==> src/rtl/cic_pkg.sv <==
package cic_pkg;
  localparam int CIC_AW        = 16;
  localparam int CIC_DW        = 16;
  localparam int CIC_A_CMD     = 'hF220;
  localparam int CIC_A_CFG     = 'hF221;
  localparam int CIC_A_IRQ     = 'hF241;
  localparam int CIC_IRQ_POS   = 15;
  localparam int CIC_CFG_OE    = 0;
  localparam int CIC_CFG_POL   = 1;

  typedef struct packed {
    logic pol;
    logic oe;
  } cic_cfg_t;
endpackage

==> src/rtl/cic_rst_sync.sv <==
module cic_rst_sync #(
  parameter int STAGES = 2
) (
  input  logic clk,
  input  logic rst_n,
  output logic rst_sync_n
);
  logic [STAGES-1:0] sync_q;

  always_ff @(posedge clk or negedge rst_n) begin
    if (!rst_n) sync_q <= '0;
    else        sync_q <= {sync_q[STAGES-2:0], 1'b1};
  end

  assign rst_sync_n = sync_q[STAGES-1];
endmodule

==> src/rtl/cic_decode.sv <==
module cic_decode #(
  parameter int             AW    = 16,
  parameter logic [AW-1:0]  A_CMD = '0,
  parameter logic [AW-1:0]  A_CFG = '0,
  parameter logic [AW-1:0]  A_IRQ = '0
) (
  input  logic          wr_en,
  input  logic [AW-1:0] wr_addr,
  output logic          cmd_wr,
  output logic          cfg_wr,
  output logic          irq_wr
);
  always_comb begin
    cmd_wr = wr_en && (wr_addr == A_CMD);
    cfg_wr = wr_en && (wr_addr == A_CFG);
    irq_wr = wr_en && (wr_addr == A_IRQ);
  end
endmodule

==> src/rtl/cic_status.sv <==
module cic_status #(
  parameter int DW      = 16,
  parameter int IRQ_POS = 15
) (
  input  logic          clk,
  input  logic          rst_n,
  input  logic          cmd_wr,
  input  logic          irq_wr,
  input  logic [DW-1:0] wr_data,
  input  logic          op_done,
  output logic          irq_q,
  output logic          start_q,
  output logic [DW-1:0] cmd_q
);
  logic irq_d;
  logic clr_req;

  // Clearing requests: any command write, or a zero written to the flag.
  // Completion has priority over both.
  always_comb begin
    clr_req = cmd_wr || (irq_wr && !wr_data[IRQ_POS]);
    irq_d   = irq_q;
    if (clr_req) irq_d = 1'b0;
    if (op_done) irq_d = 1'b1;
  end

  always_ff @(posedge clk or negedge rst_n) begin
    if (!rst_n) begin
      irq_q   <= 1'b1;
      start_q <= 1'b0;
    end else begin
      irq_q   <= irq_d;
      start_q <= cmd_wr;
    end
  end

  always_ff @(posedge clk or negedge rst_n) begin
    if (!rst_n)      cmd_q <= '0;
    else if (cmd_wr) cmd_q <= wr_data;
  end
endmodule

==> src/rtl/cic_pin.sv <==
module cic_pin
  import cic_pkg::*;
(
  input  logic     clk,
  input  logic     rst_n,
  input  logic     cfg_wr,
  input  cic_cfg_t cfg_in,
  input  logic     irq,
  output logic     pin_level,
  output logic     pin_oe
);
  cic_cfg_t cfg_q;
  cic_cfg_t cfg_d;

  always_comb begin
    cfg_d = cfg_q;
    if (cfg_wr) cfg_d = cfg_in;
  end

  always_ff @(posedge clk or negedge rst_n) begin
    if (!rst_n) cfg_q <= '{pol: 1'b1, oe: 1'b1};
    else        cfg_q <= cfg_d;
  end

  always_comb begin
    pin_level = cfg_q.pol ? irq : ~irq;
    pin_oe    = cfg_q.oe;
  end
endmodule

==> src/rtl/cmd_irq_ctrl.sv <==
module cmd_irq_ctrl
  import cic_pkg::*;
#(
  parameter int            AW      = CIC_AW,
  parameter int            DW      = CIC_DW,
  parameter logic [AW-1:0] A_CMD   = AW'(CIC_A_CMD),
  parameter logic [AW-1:0] A_CFG   = AW'(CIC_A_CFG),
  parameter logic [AW-1:0] A_IRQ   = AW'(CIC_A_IRQ),
  parameter int            IRQ_POS = CIC_IRQ_POS
) (
  input  logic          clk,
  input  logic          rst_n,
  input  logic          wr_en,
  input  logic [AW-1:0] wr_addr,
  input  logic [DW-1:0] wr_data,
  input  logic          op_done,
  output logic          op_start,
  output logic [DW-1:0] op_cmd,
  output logic          irq_bit,
  output logic          pin_level,
  output logic          pin_oe
);
  logic     rst_sync_n;
  logic     cmd_wr, cfg_wr, irq_wr;
  cic_cfg_t cfg_in;

  cic_rst_sync #(.STAGES(2)) rst_i (
    .clk        (clk),
    .rst_n      (rst_n),
    .rst_sync_n (rst_sync_n)
  );

  cic_decode #(.AW(AW), .A_CMD(A_CMD), .A_CFG(A_CFG), .A_IRQ(A_IRQ)) dec_i (
    .wr_en   (wr_en),
    .wr_addr (wr_addr),
    .cmd_wr  (cmd_wr),
    .cfg_wr  (cfg_wr),
    .irq_wr  (irq_wr)
  );

  cic_status #(.DW(DW), .IRQ_POS(IRQ_POS)) stat_i (
    .clk     (clk),
    .rst_n   (rst_sync_n),
    .cmd_wr  (cmd_wr),
    .irq_wr  (irq_wr),
    .wr_data (wr_data),
    .op_done (op_done),
    .irq_q   (irq_bit),
    .start_q (op_start),
    .cmd_q   (op_cmd)
  );

  assign cfg_in = '{pol: wr_data[CIC_CFG_POL], oe: wr_data[CIC_CFG_OE]};

  cic_pin pin_i (
    .clk       (clk),
    .rst_n     (rst_sync_n),
    .cfg_wr    (cfg_wr),
    .cfg_in    (cfg_in),
    .irq       (irq_bit),
    .pin_level (pin_level),
    .pin_oe    (pin_oe)
  );
endmodule

==> config.mk <==
export PLATFORM = sky130hd
export DESIGN_NAME = cmd_irq_ctrl
export DESIGN_NICKNAME = d
export VERILOG_FILES = /design/src/rtl/cic_pkg.sv /design/src/rtl/cic_rst_sync.sv /design/src/rtl/cic_decode.sv /design/src/rtl/cic_status.sv /design/src/rtl/cic_pin.sv /design/src/rtl/cmd_irq_ctrl.sv
export SDC_FILE = /design/constraint.sdc
export NUM_CORES = 1
export LEC_CHECK = 0
export CELL_PAD_IN_SITES_DETAIL_PLACEMENT = 1
export CELL_PAD_IN_SITES_GLOBAL_PLACEMENT = 1
export CORE_UTILIZATION = 28
export DETAILED_ROUTE_END_ITERATION = 8
export HOLD_SLACK_MARGIN = 0.15
export PLACE_DENSITY = 0.76
export SYNTH_ARGS = -nofsm -noshare
export SYNTH_HDL_FRONTEND = slang
export SYNTH_SLANG_ARGS = --single-unit
==> constraint.sdc <==
create_clock -name clk -period 0.8 [get_ports clk]
set_input_delay 0.08 -clock clk [delete_from_list [all_inputs] [get_ports clk]]
set_output_delay 0.08 -clock clk [all_outputs]
set_load 0.005 [all_outputs]
==> results of run 1 <==
==> cells in the mapped netlist <==
library cell / count / area share [%]
dfstp_2: 3 / 8.5
or4b_4: 1 / 1.5
xnor2_1: 1 / 0.95
and4b_1: 1 / 1.1
buf_6: 1 / 1.2
dfrtp_1: 19 / 51
inv_1: 1 / 0.41
conb_1: 1 / 0.41
a21o_1: 1 / 0.81
mux2_4: 9 / 15
or4_1: 1 / 0.81
nand4b_1: 1 / 0.95
nor4bb_1: 1 / 1.1
o21ai_0: 1 / 0.54
nor4_4: 1 / 2.3
nor3b_1: 1 / 0.81
nand2_4: 1 / 1.2
nand2_1: 1 / 0.41
mux2_2: 9 / 11
==> area by class of cell <==
class / count / area (µm²)
Clock buffer: 3 / 22.5
Clock inverter: 1 / 30.0
Fill cell: 338 / 1360
Inverter: 1 / 3.75
Timing Repair Buffer: 81 / 658
Sequential cell: 22 / 554
Tap cell: 44 / 55.1
Multi-Input combinational cell: 33 / 424
==> logic make-up after synthesis <==
kind of cell	after synthesis
compound gates	2
xor+xnor	1
buf+inv	2
flops	22
mux	18
other cells	1
simple gates	9
==> cell usage in the layout (no fill, tap or decap) <==
master,n
dlygate4sd2_1,4
conb_1,1
buf_12,1
bufinv_16,1
and4b_2,1
nand4b_1,1
dlygate4sd3_1,1
buf_2,22
nor4_4,1
clkbuf_4,3
nand2_8,3
o21ai_0,1
nor3b_1,1
dfstp_2,3
buf_6,8
clkbuf_2,2
mux2_4,11
or4_4,1
or4b_4,1
nor4bb_1,1
clkdlybuf4s15_1,1
a21o_1,1
buf_4,19
inv_2,1
dfrtp_1,19
xnor2_2,1
mux2_2,7
nand2_1,1
clkdlybuf4s50_1,23
==> stage by stage <==
step	setup WS [ns]	utilization [%]	TNS (ns)	total power, mW	hold slack [ns]
finish	-0.590	56.3	-14.19	2.22	0.212
global route	-0.617	56.3	-15.75	2.31	0.244
CTS	-0.580	55.6	-14.01	2.23	0.219
detailed placement	-1.28	52.1	-27.67	1.39	0.208
global placement	-1.24	52.1	-26.78	1.38	0.198
floorplan	-0.804	-	-14.16	1.17	-0.216
==> worst paths after layout <==
check,startpoint,to,cells after the start
worst min register to register,rst_i.sync_q[1],stat_i.cmd_q[11],1
worst min-delay path,rst_i.sync_q[1],stat_i.cmd_q[11],1
min in group clk,op_done,stat_i.irq_q,2
worst max-delay path,wr_addr[3],stat_i.cmd_q[1],6
max in group asynchronous,rst_n,rst_i.sync_q[0],2
worst max register to register,pin_i.pin_oe,pin_i.pin_oe,3
==> registers in the layout, indices dropped and copies added, names as in the netlist <==
name	flops
pin_i.cfg_q	1
pin_i.pin_oe	1
rst_i.sync_q	2
stat_i.cmd_q	16
stat_i.irq_q	1
stat_i.start_q	1
==> routing by layer <==
metal | routed length, µm | vias up | global-route usage (%) | share of wire, %
met5 | 0 | - | 0 | 0
met4 | 53 | 0 | 5.78 | 2.0
met3 | 122 | 4 | 3.49 | 4.6
met2 | 1500 | 26 | 32.7 | 56
met1 | 983 | 384 | 17.4 | 37
li1 | - | 374 | - | -
==> repair_timing <==
| item | 4_1_cts | 5_1_grt |
|---|---|---|
| pin swaps | 7 | 4 |
| endpoints found under the setup margin | 40 | 40 |
| cloned | 2 | 0 |
| endpoints found under the hold margin | 2 | 0 |
| setup buffers | 12 | 4 |
| gates resized for setup | 116 | 6 |
| hold buffers | 1 | 0 |
==> where the power goes <==
group / switching (mW) / internal (mW) / total, mW
sequential: 0.00328 / 1.12 / 1.12
clock: 0.353 / 0.506 / 0.859
combinational: 0.0731 / 0.162 / 0.235
total: 0.429 / 1.79 / 2.22
==> results by group, run 1 <==
CTS
  – Number of CTS-inserted buffers: 3
  – Worst-path clk slew: ~0.13 ns
  – Clk sinks: 22
  – CTS H-tree lvls: 1
  – Clock tree buffer depth: 2
  – CTS tree: done
  – Clk_lat worst skew: 0.31 ns
  – Root buffer cell: clkbuf_4

Critical path
  – CP max FO: 5
  – Critical path's top delay family: simple AND/OR/NAND/NOR gates
  – Crit path buffers/inverters: 2
  – WS Path Type: in -> reg
  – WP data required: 1.00 ns
  – CP max stage delay: around 0.5 ns
  – Slowest CP cell: or4_4
  – R2R setup slack: -0.15 ns
  – Crit path cell chain: buf_2 > or4_4 > nor4_4 > buf_6 > nand2_8 > mux2_4
  – CP Launch Type: input port
  – CP Data Arrival Time: between 1.5 and 2 ns
  – Setup crit end kind: flop

Cells and area
  – Layout net count: roughly 180
  – Area Growth Syn to Fin: 89.0%
  – N_diodes: 0
  – Post-layout instance area: approximately 0.0017 mm²
  – Final cell count without fillers: 185
  – Layout cells sized above 1: around three fifths

Yosys
  – Post-synthesis mux area share: approximately 26%
  – Syn Std Cell Area: approximately 900 µm²
  – Synth Area in Simple Gates: between 10% and 20%
  – Post-synth net total: 91
  – Post-Syn Instances: between 50 and 60
  – Register area share after synthesis: between 50% and 60%
  – Ys Warns: 0
  – Syn avg cell area: roughly 17 µm²
  – Post-synthesis xor/xnor area fraction: less than 1%
  – Synth Area in Adders: 0%
  – FF+latch count, synth: 22
  – Cell variety after synth: 19
  – Synth Area in Compound Gates: about 1.4%
  – Largest family of logic cells by synthesized area: multiplexers

Pwr
  – Cell Pwr Density: between 1000 and 1500 mW/mm²
  – Worst IR Drop VDD: about 0.84 mV
  – Leak pwr: between 0.9 and 1 nW

Global route
  – Largest net degree at the start of global routing: 21
  – Total gr overflow: 0
  – Antenna violations before repair: 0
  – Number of global-route vias before repair: ~940
  – First-pass GRT wire length: 4280 µm
  – Overall Global Routing Usage: between 15 and 20%

Placement
  – IO buf count: 55
  – Placed insts: between 150 and 200
  – DP HPWL: 1790 µm
  – Final GP Congestion: 0.731
  – Post-DP Area: 0.00162 mm²

Routing
  – ANT nets after route: 0
  – Post-DR wirelength/cell: 14.4 µm
  – Total Wirelength: approximately 2700 µm
  – Vias per std cell: between 4 and 5
  – DR pass1 iterations: 3
  – Vias: between 700 and 800
  – First DRT Iteration DRCs: 5
  – DRC: 0

Timing
  – Final worst path period share: 174%
  – Crit path time final: about 1.4 ns
  – Worst setup margin: -0.590 ns
  – Max Freq: 0.719 GHz
  – Final Hold Viols: 0
  – Slew Limit Fails: 0
  – Final setup viols: 40
  – Final Skew: slightly above 0.006 ns
  – RSZ-0062 raised after global routing: yes

Floorplan
  – Die Wd: approximately 59 µm
  – Die span in y: roughly 60 µm
  – Placeable Area: about 0.0031 mm²
  – I/O Pins: 56
  – Rows: 20
  – Starting Density: 29.8%
  – Die footprint: about 0.0035 mm²

Flow run
  – Max Cap Viol: 0

Worst hold path
  – Hold Path Class: reg -> async

Outcome
  – Status: finished with violations
  – Violated checks: negative setup slack
No activity file was read; power rests on OpenSTA's default activity.
==> run 2: changes to the inputs <==
--- a/config.mk
+++ b/config.mk
@@ -5,12 +5,10 @@
 export SDC_FILE = /design/constraint.sdc
 export NUM_CORES = 1
 export LEC_CHECK = 0
-export CELL_PAD_IN_SITES_DETAIL_PLACEMENT = 1
-export CELL_PAD_IN_SITES_GLOBAL_PLACEMENT = 1
-export CORE_UTILIZATION = 28
+export CORE_UTILIZATION = 32
 export DETAILED_ROUTE_END_ITERATION = 8
 export HOLD_SLACK_MARGIN = 0.15
-export PLACE_DENSITY = 0.76
+export PLACE_DENSITY = 0.68
 export SYNTH_ARGS = -nofsm -noshare
 export SYNTH_HDL_FRONTEND = slang
 export SYNTH_SLANG_ARGS = --single-unit
==> run 2 against run 1 <==
Against the previous run:
- power is 16% lower
- clock skew is 0.0051 ns lower
- clock power is 42% lower
- via count is 2.5% lower
- die area is 12% lower
- flip-flop and latch count stayed put
- combinational power hardly changed
- highest routed layer unchanged
- first-iteration DRC count is 40% lower
- the flow still finishes with violations (negative setup slack)
- worst hold slack worse by 0.042 ns
==> results by group, run 2 (same netlist as run 1, synthesis figures left out) <==
Outcome
  – Status: finished with violations (unchanged)
  – Violated checks: negative setup slack (unchanged)

CTS
  – Clk sinks: 22 (unchanged)
  – CTS tree: done (unchanged)
  – Root buffer cell: clkbuf_4 (unchanged)
  – Clk_lat worst skew: 0.30 ns (was 0.31 ns)
  – Clock tree buffer depth: 2 (unchanged)
  – CTS H-tree lvls: 1 (unchanged)
  – Worst-path clk slew: 0.11 ns (was 0.13 ns)
  – Number of CTS-inserted buffers: 3 (unchanged)

Critical path
  – Slowest CP cell: or4_4 (unchanged)
  – CP max FO: 5 (unchanged)
  – Setup crit end kind: flop (unchanged)
  – WS Path Type: in -> reg (unchanged)
  – CP max stage delay: 0.53 ns (was 0.51 ns)
  – Crit path buffers/inverters: 2 (unchanged)
  – Critical path's top delay family: simple AND/OR/NAND/NOR gates (unchanged)
  – Crit path cell chain: buf_6 > or4_4 > nor4_4 > buf_6 > nand2_8 > mux2_4 (was buf_2 > or4_4 > nor4_4 > buf_6 > nand2_8 > mux2_4)
  – CP Data Arrival Time: 1.58 ns (was 1.59 ns)
  – WP data required: 1.00 ns (about the same)
  – CP Launch Type: input port (unchanged)
  – Most frequent CP cell: buf_6

Global route
  – Antenna violations before repair: 0 (unchanged)
  – Total gr overflow: 0 (unchanged)
  – First-pass GRT wire length: 3660 µm (was 4280 µm)
  – Number of global-route vias before repair: 769 (was 944)
  – Largest net degree at the start of global routing: 15 (was 21)
  – Overall Global Routing Usage: 15.7% (was 16.8%)

Timing
  – Crit path time final: 1.39 ns (about the same)
  – Final Skew: 0.00112 ns (was 0.00622 ns)
  – Worst setup margin: -0.588 ns (was -0.590 ns)
  – Slew Limit Fails: 0 (unchanged)
  – Max Freq: 0.720 GHz (was 0.719 GHz)
  – Final Hold Viols: 0 (unchanged)
  – RSZ-0062 raised after global routing: yes (unchanged)
  – Final worst path period share: 174% (about the same)
  – Final setup viols: 40 (unchanged)

Routing
  – Vias per std cell: 4.63 (was 4.26)
  – Total Wirelength: 2230 µm (was 2660 µm)
  – Vias: 768 (was 788)
  – DR pass1 iterations: 2 (was 3)
  – ANT nets after route: 0 (unchanged)
  – Post-DR wirelength/cell: 13.5 µm (was 14.4 µm)
  – DRC: 0 (unchanged)
  – First DRT Iteration DRCs: 3 (was 5)

Placement
  – IO buf count: 55 (unchanged)
  – Post-DP Area: 0.00159 mm² (was 0.00162 mm²)
  – DP HPWL: 1600 µm (was 1790 µm)
  – Final GP Congestion: 0.711 (was 0.731)

Floorplan
  – Die footprint: 0.00311 mm² (was 0.00354 mm²)
  – I/O Pins: 56 (unchanged)
  – Placeable Area: 0.00276 mm² (was 0.00310 mm²)
  – Die Wd: 55.8 µm (was 59.5 µm)
  – Rows: 19 (was 20)
  – Die span in y: 55.8 µm (was 59.5 µm)
  – Starting Density: 33.5% (was 29.8%)

Cells and area
  – Largest registers: stat_i.cmd_q (16), rst_i.sync_q (2) (unchanged)
  – Area Growth Syn to Fin: 78.9% (was 89.0%)
  – Layout cells sized above 1: 58.5% (was 61.0%)
  – Max FFs per register: 16 (unchanged)
  – Commonest non-fill, non-tap cell in the layout: clkdlybuf4s50_1 (unchanged)
  – Final core occ: 60.0% (was 56.3%)
  – N_diodes: 0 (unchanged)
  – Most frequent cells in the layout: clkdlybuf4s50_1 (23), buf_2 (21), dfrtp_1 (19) (was clkdlybuf4s50_1 (23), buf_2 (22), buf_4 (19), dfrtp_1 (19), mux2_4 (11))
  – Post-layout instance area: 0.00165 mm² (was 0.00175 mm²)
  – Top reg by flops: stat_i.cmd_q (unchanged)
  – Layout net count: 172 (was 178)

Worst hold path
  – Hold Path Class: reg -> async (unchanged)

Pwr
  – Worst IR Drop VDD: 1.27 mV (was 0.841 mV)
  – Power Total: 1.86 mW (was 2.22 mW)
  – Cell Pwr Density: 1120 mW/mm² (was 1270 mW/mm²)
  – Leak pwr: 0.874 nW (was 0.922 nW)

Flow run
  – Max Cap Viol: 0 (unchanged)
run 2: power by group:
group,switching [mW],internal (mW),total [mW]
Sequential,0.00211,1.12,1.12
Clock,0.305,0.194,0.500
Combinational,0.0698,0.167,0.237
Total,0.377,1.48,1.86
run 2: final timing paths:
path / startpoint / to / slack (ns) / cells past startpoint
worst min-delay path: rst_i.sync_q[1] / stat_i.cmd_q[8] / 0.17 / 1
worst max-delay path: wr_addr[2] / stat_i.cmd_q[10] / -0.59 / 6
min in group clk: wr_addr[11] / stat_i.irq_q / 0.20 / 5
worst min register to register: rst_i.sync_q[1] / stat_i.cmd_q[8] / 0.17 / 1
worst max register to register: stat_i.cmd_q[1] / stat_i.cmd_q[1] / -0.18 / 3
max in group asynchronous: rst_n / rst_i.sync_q[1] / 0.22 / 2
run 2: worst reg2reg max path: cells and delay by family (launching register included):
kind | cells | cell delay (ns)
buffers and inverters | 2 | 0.25
DFF | 1 | 0.39
muxes | 1 | 0.24
run 2: metrics by stage:
step	setup TNS (ns)	hold slack (ns)	cells	setup slack [ns]
after global routing	-14.75	0.202	166	-0.593
after floorplan	-14.16	-0.216	55	-0.804
after detailed placement	-27.44	0.163	150	-1.28
final	-13.53	0.170	166	-0.588
after CTS	-13.41	0.178	164	-0.569
after global placement	-26.74	0.164	150	-1.24
run 2: final cells by class:
class	count	area, µm²
Inverter	1	3.75
Fill cell	248	1100
Multi-Input combinational cell	33	429
Timing Repair Buffer	75	602
Tap cell	31	38.8
Sequential cell	22	554
Clock buffer	4	26.3
run 2: per-layer routing:
layer | vias to the layer above | track usage (%) | part of all wire [%]
met2 | 23 | 27.7 | 55
met1 | 376 | 17.5 | 39
met4 | 0 | 5.36 | 1.5
met3 | 4 | 5.58 | 5.1
met5 | - | 0 | 0
li1 | 365 | - | -
run 2: repair_timing:
| item | 4_1_cts | 5_1_grt |
|---|---|---|
| hold endpoints to repair | 2 | 0 |
| setup buffers | 7 | 2 |
| hold buffers | 1 | 0 |
| setup endpoints to repair | 40 | 40 |
| resized for setup | 113 | 7 |
| pin swaps | 7 | 3 |
| gates cloned | 2 | 0 |
